## config.mk

```make
export PLATFORM = sky130hd
export DESIGN_NAME = twrRecover
export DESIGN_NICKNAME = d
export VERILOG_FILES = /design/src/rtl/twr_pkg.sv /design/src/rtl/twr_datapath.sv /design/src/rtl/twr_control.sv /design/src/rtl/twrRecover.sv
export SDC_FILE = /design/constraint.sdc
export NUM_CORES = 1
export LEC_CHECK = 0
export ABC_AREA = 0
export BUFFER_PORTS_ARGS = -buffer_cell sky130_fd_sc_hd__buf_2
export CAP_MARGIN = 30
export CORE_UTILIZATION = 60
export DETAILED_ROUTE_END_ITERATION = 16
export PLACE_DENSITY = 0.9
export SYNTH_ARGS = -nofsm -noshare
export SYNTH_HDL_FRONTEND = slang
export SYNTH_SLANG_ARGS = --single-unit
```

## constraint.sdc

```tcl
create_clock -name clk -period 2.4 [get_ports clk]
set_clock_uncertainty 0.2 [all_clocks]
set_input_delay 0.12 -clock clk [delete_from_list [all_inputs] [get_ports clk]]
set_output_delay 0.12 -clock clk [all_outputs]
set_load 0.005 [all_outputs]
```

## src/rtl/twr_pkg.sv

```systemverilog
package twr_pkg;

  typedef enum logic [2:0] {
    TMR_LOW,
    TMR_STRETCH,
    TMR_DWELL,
    TMR_SETUP,
    TMR_HOLD,
    TMR_BUSFREE
  } tmrSel_e;

  typedef enum logic [2:0] {
    ST_IDLE,
    ST_LOW,
    ST_RISE,
    ST_DWELL,
    ST_DECIDE,
    ST_SETUP,
    ST_HOLD,
    ST_BUSFREE
  } twrState_e;

  typedef struct packed {
    logic    clearRun;
    logic    load;
    tmrSel_e loadSel;
    logic    sample;
    logic    checkIdle;
    logic    finish;
    logic    sclPullNext;
    logic    sdaPullNext;
  } twrStrobe_t;

  function automatic int maxOf(input int a, input int b);
    return (a > b) ? a : b;
  endfunction

endpackage

```

## src/rtl/twr_datapath.sv

```systemverilog
module twr_datapath
  import twr_pkg::*;
#(
  parameter int CLK_PER_US  = 100,
  parameter int LOW_US      = 2,
  parameter int HIGH_US     = 1,
  parameter int STRETCH_US  = 1000,
  parameter int SETUP_US    = 1,
  parameter int HOLD_US     = 1,
  parameter int BUS_FREE_US = 60,
  parameter int NUM_CLOCKS  = 9,
  parameter int SYNC_STAGES = 2
) (
  input  logic       clk,
  input  logic       rstN,
  input  twrStrobe_t strobe,
  input  logic       sclIn,
  input  logic       sdaIn,
  output logic       sclSync,
  output logic       timerZero,
  output logic       lastPulse,
  output logic       sawHigh,
  output logic       sclPullEn,
  output logic       sdaPullEn,
  output logic       done,
  output logic       fail,
  output logic       notIdle
);

  localparam int LowCyc     = LOW_US * CLK_PER_US;
  localparam int StretchCyc = STRETCH_US * CLK_PER_US;
  localparam int DwellCyc   = HIGH_US * CLK_PER_US;
  localparam int SetupCyc   = SETUP_US * CLK_PER_US;
  localparam int HoldCyc    = HOLD_US * CLK_PER_US;
  localparam int BusFreeCyc = BUS_FREE_US * CLK_PER_US;
  localparam int MaxCyc     = maxOf(maxOf(maxOf(LowCyc, StretchCyc), maxOf(DwellCyc, SetupCyc)),
                                    maxOf(HoldCyc, BusFreeCyc));
  localparam int TmrW       = $clog2(MaxCyc + 1);
  localparam int CntW       = $clog2(NUM_CLOCKS + 1);

  // Line synchronizers, one chain per line
  logic [SYNC_STAGES-1:0] sclChain;
  logic [SYNC_STAGES-1:0] sdaChain;

  generate
    if (SYNC_STAGES == 1) begin : g_sync1
      always_ff @(posedge clk or negedge rstN) begin
        if (!rstN) begin
          sclChain <= '1;
          sdaChain <= '1;
        end else begin
          sclChain <= sclIn;
          sdaChain <= sdaIn;
        end
      end
    end else begin : g_syncN
      always_ff @(posedge clk or negedge rstN) begin
        if (!rstN) begin
          sclChain <= '1;
          sdaChain <= '1;
        end else begin
          sclChain <= {sclChain[SYNC_STAGES-2:0], sclIn};
          sdaChain <= {sdaChain[SYNC_STAGES-2:0], sdaIn};
        end
      end
    end
  endgenerate

  logic sdaSync;
  assign sclSync = sclChain[SYNC_STAGES-1];
  assign sdaSync = sdaChain[SYNC_STAGES-1];

  // Shared phase timer
  logic [TmrW-1:0] timer;
  logic [TmrW-1:0] loadVal;

  always_comb begin
    unique case (strobe.loadSel)
      TMR_LOW:     loadVal = TmrW'(LowCyc);
      TMR_STRETCH: loadVal = TmrW'(StretchCyc);
      TMR_DWELL:   loadVal = TmrW'(DwellCyc);
      TMR_SETUP:   loadVal = TmrW'(SetupCyc);
      TMR_HOLD:    loadVal = TmrW'(HoldCyc);
      TMR_BUSFREE: loadVal = TmrW'(BusFreeCyc);
      default:     loadVal = '0;
    endcase
  end

  always_ff @(posedge clk or negedge rstN) begin
    if (!rstN) begin
      timer <= '0;
    end else if (strobe.load) begin
      timer <= loadVal;
    end else if (timer != '0) begin
      timer <= timer - 1'b1;
    end
  end

  assign timerZero = (timer == '0);

  // Pulse counter and sticky high flag
  logic [CntW-1:0] pulseCnt;

  always_ff @(posedge clk or negedge rstN) begin
    if (!rstN) begin
      pulseCnt <= '0;
      sawHigh  <= 1'b0;
    end else if (strobe.clearRun) begin
      pulseCnt <= '0;
      sawHigh  <= 1'b0;
    end else if (strobe.sample) begin
      pulseCnt <= pulseCnt + 1'b1;
      sawHigh  <= sawHigh | sdaSync;
    end
  end

  assign lastPulse = (pulseCnt == CntW'(NUM_CLOCKS - 1));

  // Result and pad enable registers
  always_ff @(posedge clk or negedge rstN) begin
    if (!rstN) begin
      fail      <= 1'b0;
      notIdle   <= 1'b0;
      done      <= 1'b0;
      sclPullEn <= 1'b0;
      sdaPullEn <= 1'b0;
    end else begin
      if (strobe.clearRun) begin
        fail    <= 1'b0;
        notIdle <= 1'b0;
      end else begin
        if (strobe.checkIdle) notIdle <= ~(sclSync & sdaSync);
        if (strobe.finish)    fail    <= ~sawHigh;
      end
      done      <= strobe.finish;
      sclPullEn <= strobe.sclPullNext;
      sdaPullEn <= strobe.sdaPullNext;
    end
  end

endmodule

```

## src/rtl/twr_control.sv

```systemverilog
module twr_control
  import twr_pkg::*;
(
  input  logic       clk,
  input  logic       rstN,
  input  logic       reqStart,
  input  logic       sclSync,
  input  logic       timerZero,
  input  logic       lastPulse,
  input  logic       sawHigh,
  output twrStrobe_t strobe,
  output logic       busy
);

  twrState_e state;
  twrState_e nextState;

  always_ff @(posedge clk or negedge rstN) begin
    if (!rstN) state <= ST_IDLE;
    else       state <= nextState;
  end

  always_comb begin
    nextState        = state;
    strobe           = '0;
    strobe.loadSel   = TMR_LOW;
    unique case (state)
      ST_IDLE: begin
        if (reqStart) begin
          strobe.clearRun = 1'b1;
          strobe.load     = 1'b1;
          strobe.loadSel  = TMR_LOW;
          nextState       = ST_LOW;
        end
      end
      ST_LOW: begin
        if (timerZero) begin
          strobe.load    = 1'b1;
          strobe.loadSel = TMR_STRETCH;
          nextState      = ST_RISE;
        end
      end
      ST_RISE: begin
        // proceed on a seen rise or once the stretch limit runs out
        if (sclSync || timerZero) begin
          strobe.load    = 1'b1;
          strobe.loadSel = TMR_DWELL;
          nextState      = ST_DWELL;
        end
      end
      ST_DWELL: begin
        if (timerZero) begin
          strobe.sample = 1'b1;
          if (lastPulse) begin
            nextState = ST_DECIDE;
          end else begin
            strobe.load    = 1'b1;
            strobe.loadSel = TMR_LOW;
            nextState      = ST_LOW;
          end
        end
      end
      ST_DECIDE: begin
        if (sawHigh) begin
          strobe.checkIdle = 1'b1;
          strobe.load      = 1'b1;
          strobe.loadSel   = TMR_SETUP;
          nextState        = ST_SETUP;
        end else begin
          strobe.finish = 1'b1;
          nextState     = ST_IDLE;
        end
      end
      ST_SETUP: begin
        if (timerZero) begin
          strobe.load    = 1'b1;
          strobe.loadSel = TMR_HOLD;
          nextState      = ST_HOLD;
        end
      end
      ST_HOLD: begin
        if (timerZero) begin
          strobe.load    = 1'b1;
          strobe.loadSel = TMR_BUSFREE;
          nextState      = ST_BUSFREE;
        end
      end
      ST_BUSFREE: begin
        if (timerZero) begin
          strobe.finish = 1'b1;
          nextState     = ST_IDLE;
        end
      end
      default: nextState = ST_IDLE;
    endcase
    strobe.sclPullNext = (nextState == ST_LOW);
    strobe.sdaPullNext = (nextState == ST_HOLD);
  end

  assign busy = (state != ST_IDLE);

endmodule

```

## src/rtl/twrRecover.sv

```systemverilog
module twrRecover
  import twr_pkg::*;
#(
  parameter int CLK_PER_US  = 100,
  parameter int LOW_US      = 2,
  parameter int HIGH_US     = 1,
  parameter int STRETCH_US  = 1000,
  parameter int SETUP_US    = 1,
  parameter int HOLD_US     = 1,
  parameter int BUS_FREE_US = 60,
  parameter int NUM_CLOCKS  = 9,
  parameter int SYNC_STAGES = 2
) (
  input  logic clk,
  input  logic rstN,
  input  logic reqStart,
  input  logic sclIn,
  input  logic sdaIn,
  output logic sclPullEn,
  output logic sdaPullEn,
  output logic busy,
  output logic done,
  output logic fail,
  output logic notIdle
);

  twrStrobe_t strobe;
  logic sclSync;
  logic timerZero;
  logic lastPulse;
  logic sawHigh;

  twr_control u_ctrl (
    .clk       (clk),
    .rstN      (rstN),
    .reqStart  (reqStart),
    .sclSync   (sclSync),
    .timerZero (timerZero),
    .lastPulse (lastPulse),
    .sawHigh   (sawHigh),
    .strobe    (strobe),
    .busy      (busy)
  );

  twr_datapath #(
    .CLK_PER_US  (CLK_PER_US),
    .LOW_US      (LOW_US),
    .HIGH_US     (HIGH_US),
    .STRETCH_US  (STRETCH_US),
    .SETUP_US    (SETUP_US),
    .HOLD_US     (HOLD_US),
    .BUS_FREE_US (BUS_FREE_US),
    .NUM_CLOCKS  (NUM_CLOCKS),
    .SYNC_STAGES (SYNC_STAGES)
  ) u_dp (
    .clk       (clk),
    .rstN      (rstN),
    .strobe    (strobe),
    .sclIn     (sclIn),
    .sdaIn     (sdaIn),
    .sclSync   (sclSync),
    .timerZero (timerZero),
    .lastPulse (lastPulse),
    .sawHigh   (sawHigh),
    .sclPullEn (sclPullEn),
    .sdaPullEn (sdaPullEn),
    .done      (done),
    .fail      (fail),
    .notIdle   (notIdle)
  );

endmodule

```

==> results.md <==
- CTS root buffer: clkbuf_4
- Combinational Power Share: 2.2%
- HPWL Detailed: 2.903 mm
- Worst hold endpoint: u_dp.sawHigh
- GR Util All Layers: 25.79%
- Wire per inst: 15.05 um
- Net Switching: 0.2014 mW
- Setup violators final: 0
- Critical Path RT: 2.43 ns
- Ports: 11
- Worst setup SP type: flop
- Final Max Slew Viols: 0
- CTS tree: built
- H-tree depth: 2
- Post-synth EDFFs: 0
- MaxCap Viol Count: 0
- FF-to-FF Start: u_dp.timer[0]
- Hold depth: 3
- Run status: finished, final reports clean
- Die W: 59.06 um
- Layout cell share with drive strength beyond 1: 21.24%
- Design Area, Final: 2192 um^2
- Worst-Margin Slew: 0.7201 ns
- CTS Buf Count: 5
- Initial DRT Pass Iterations: 4
- Critical path type: flop to flop
- Area delta synth->final: 12.24%
- Net Sw Frac: 21.68%
- Utilization of the core after routing: 71.22%
- Internal power: 0.7277 mW
- Sequential share of the synthesized area: 43.82%
- Lkg Pwr: 0.9044 nW
- PwrDens: 423.9 nW/um^2
- Hold Vio Cnt, Final: 0
- Syn_nets: 211
- Clock buffer depth: 2
- Crit end category: flop
- RePlAce Congestion: 0.9386
- Via count: 1592
- Number of DRC markers in iteration 0: 78
- Syn Area/Cell: 9.669 um^2
- Syn Std Cell Area: 1953 um^2
- Vias/cell: 5.896
- Slew HR: 51.99%
- Commonest non-fill, non-tap cells in the layout: nor2_1, dfrtp_1, nand2_1, xnor2_1, buf_4
- Initial Util: 63.46%
- Antenna violations before repair: 0
- Async set or reset register ratio after synthesis: 100.0%
- Die height: 59.06 um
- Total Die Area: 3487 um^2
- Post-synth cell types: 50
- Yosys reg bits: 34
- Worst Reg2Reg Path Length in Cells: 8
- Clk_lat worst skew: 0.34 ns
- FF-to-FF setup slack: 0.16 ns
- IO Port Bufs: 10
- Site row count: 20
- Unrepaired setup endpoints after global routing: false
- Placed Area: 2087 um^2
- Tcrit/Tclk final: 93.45%
- Min-delay worst type: primary input to flop
- Worst R2R End: u_dp.sdaPullEn
- Yosys warns: 0
- Most common cell after layout, fill and taps aside: nor2_1
- Flop pwr share: 62.5%
- HP Start: reqStart
- Post-layout net count: 234
- Maximum VDD drop: 0.3071 mV
- Clock period minus worst slack: 2.243 ns
- CP arrival: 2.28 ns
- Core area: 3078 um^2
- Synth Flop Type: dfrtp_1
- First-pass GRT wire length: 6.568 mm
- Setup TNS: 0 ns
- Total gr overflow: 0
- Clock Sinks: 34
- Post-Syn Instances: 202
- Max Fclk: 445.9 MHz
- Routed Antenna Nets: 0
- Diode count: 0
- CTS clk-pin slew, worst paths: 0.10 ns
- Post-Route WL: 4.063 mm
- Vias in the first global route: 1422
- Drt drc: 0
- Crit-path max FO: 8
- Clock share of power: 35.3%
- Largest net degree at the start of global routing: 35
==> cells by family (layout without fill, tap and decap cells) <==
family / Yosys count / count (layout) / share of synthesized area (%)
muxes: 3 / 3 / 1.794
and+or+nand+nor: 89 / 89 / 26.78
adders and majority gates: 4 / 4 / 2.563
xor gates and xnor gates: 14 / 14 / 6.278
DFF: 34 / 34 / 43.82
AOI/OAI and AO/OA: 41 / 41 / 14.09
buffers and inverters: 17 / 41 / 4.677
==> how the worst max path moves through the flow <==
| stage | from | endpoint | cells past startpoint |
|---|---|---|---|
| floorplan | u_dp.timer[0] | u_dp.timer[6] | 9 |
| CTS | u_dp.timer[0] | u_dp.timer[8] | 8 |
| global route | u_dp.timer[0] | u_dp.sdaPullEn | 8 |
| global placement | u_dp.timer[0] | u_dp.sdaPullEn | 8 |
| finish | u_dp.timer[0] | u_dp.sdaPullEn | 8 |
| detailed placement | u_dp.timer[0] | u_dp.sdaPullEn | 8 |
==> synth_stat cells, types with 2 or more instances <==
library cell | number | area share, %
inv_1 | 7 | 1.3
o211a_1 | 2 | 1.0
dfstp_2 | 4 | 5.4
nand4_1 | 2 | 0.64
a31oi_1 | 5 | 1.6
nor4b_2 | 2 | 1.5
o21ai_0 | 8 | 2.1
buf_2 | 4 | 1.0
ha_1 | 4 | 2.6
o31ai_1 | 2 | 0.77
o22ai_1 | 4 | 1.3
nor4_1 | 4 | 1.3
nand3_1 | 6 | 1.5
nand2_1 | 18 | 3.5
xor2_1 | 2 | 0.90
and2_1 | 3 | 0.96
nor2_1 | 31 | 6.0
nor4_4 | 2 | 2.2
and3_1 | 2 | 0.64
nor4b_1 | 3 | 1.3
clkbuf_1 | 2 | 0.38
nor3_1 | 6 | 1.5
a21oi_1 | 8 | 2.1
xnor2_1 | 12 | 5.4
a211oi_1 | 2 | 0.77
o21a_1 | 2 | 0.77
mux2i_1 | 2 | 1.0
dfrtp_1 | 30 | 38
o211ai_1 | 2 | 0.77
==> per-stage QoR <==
stage | setup WS [ns] | instances | hold slack, ns | total power, mW
floorplan | 0.3729 | 202 | -0.3756 | 0.5936
global placement | 0.2041 | 259 | 0.01132 | 0.6083
detailed placement | 0.1297 | 259 | 0.01969 | 0.6089
CTS | 0.1146 | 270 | 0.09013 | 0.9430
global route | 0.004482 | 270 | 0.1352 | 0.9701
finish | 0.1571 | 270 | 0.1120 | 0.9292
==> power groups by stage <==
stage               Sequential [mW]  Combinational, mW  Clock (mW)
detailed placement            0.591             0.0175           0
floorplan                     0.591            0.00269           0
finish                        0.580             0.0204       0.328
global placement              0.591             0.0171           0
CTS                           0.580             0.0212       0.341
global route                  0.581             0.0241       0.365
==> what timing repair did <==
action,in CTS,in global routing
endpoints found under the hold margin,32,0
hold buffers,3,0
buffers inserted,0,0
gates resized for setup,0,2
setup endpoints to repair,0,6
==> critical path, cell delays in order (launching register included) <==
cell	delay, ns
dfrtp_1	0.42
inv_1	0.12
ha_1	0.16
nor4b_4	0.23
and4_4	0.32
buf_4	0.17
o21ai_0	0.15
and2_1	0.21
and3_1	0.16
==> flip-flops by register name (all words and copies together) (netlist names), 2 cells and up <==
name and flops:
u_ctrl.state 3, u_dp.pulseCnt 4, u_dp.sclChain 2, u_dp.sdaChain 2, u_dp.timer 17
==> layer usage <==
layer	up-vias	share of wire [%]	wire length, um	global-route usage, %
met5	-	0	0	0
met4	0	2.3	93	14.97
met3	10	5.8	234	5.459
met2	53	45	1813	34.90
met1	763	47	1921	37.97
li1	766	-	-	-
==> cell type report <==
type                       instances  area [um^2]
inverter                           8        30.03
sequential                        34        855.8
timing repair buffer              25        170.2
clock buffer                       7        55.05
tap                               44        55.05
fill                             236        885.9
clock inverter                     1        5.005
multi-input combinational        151         1021
(Power assumes the default switching activity.)
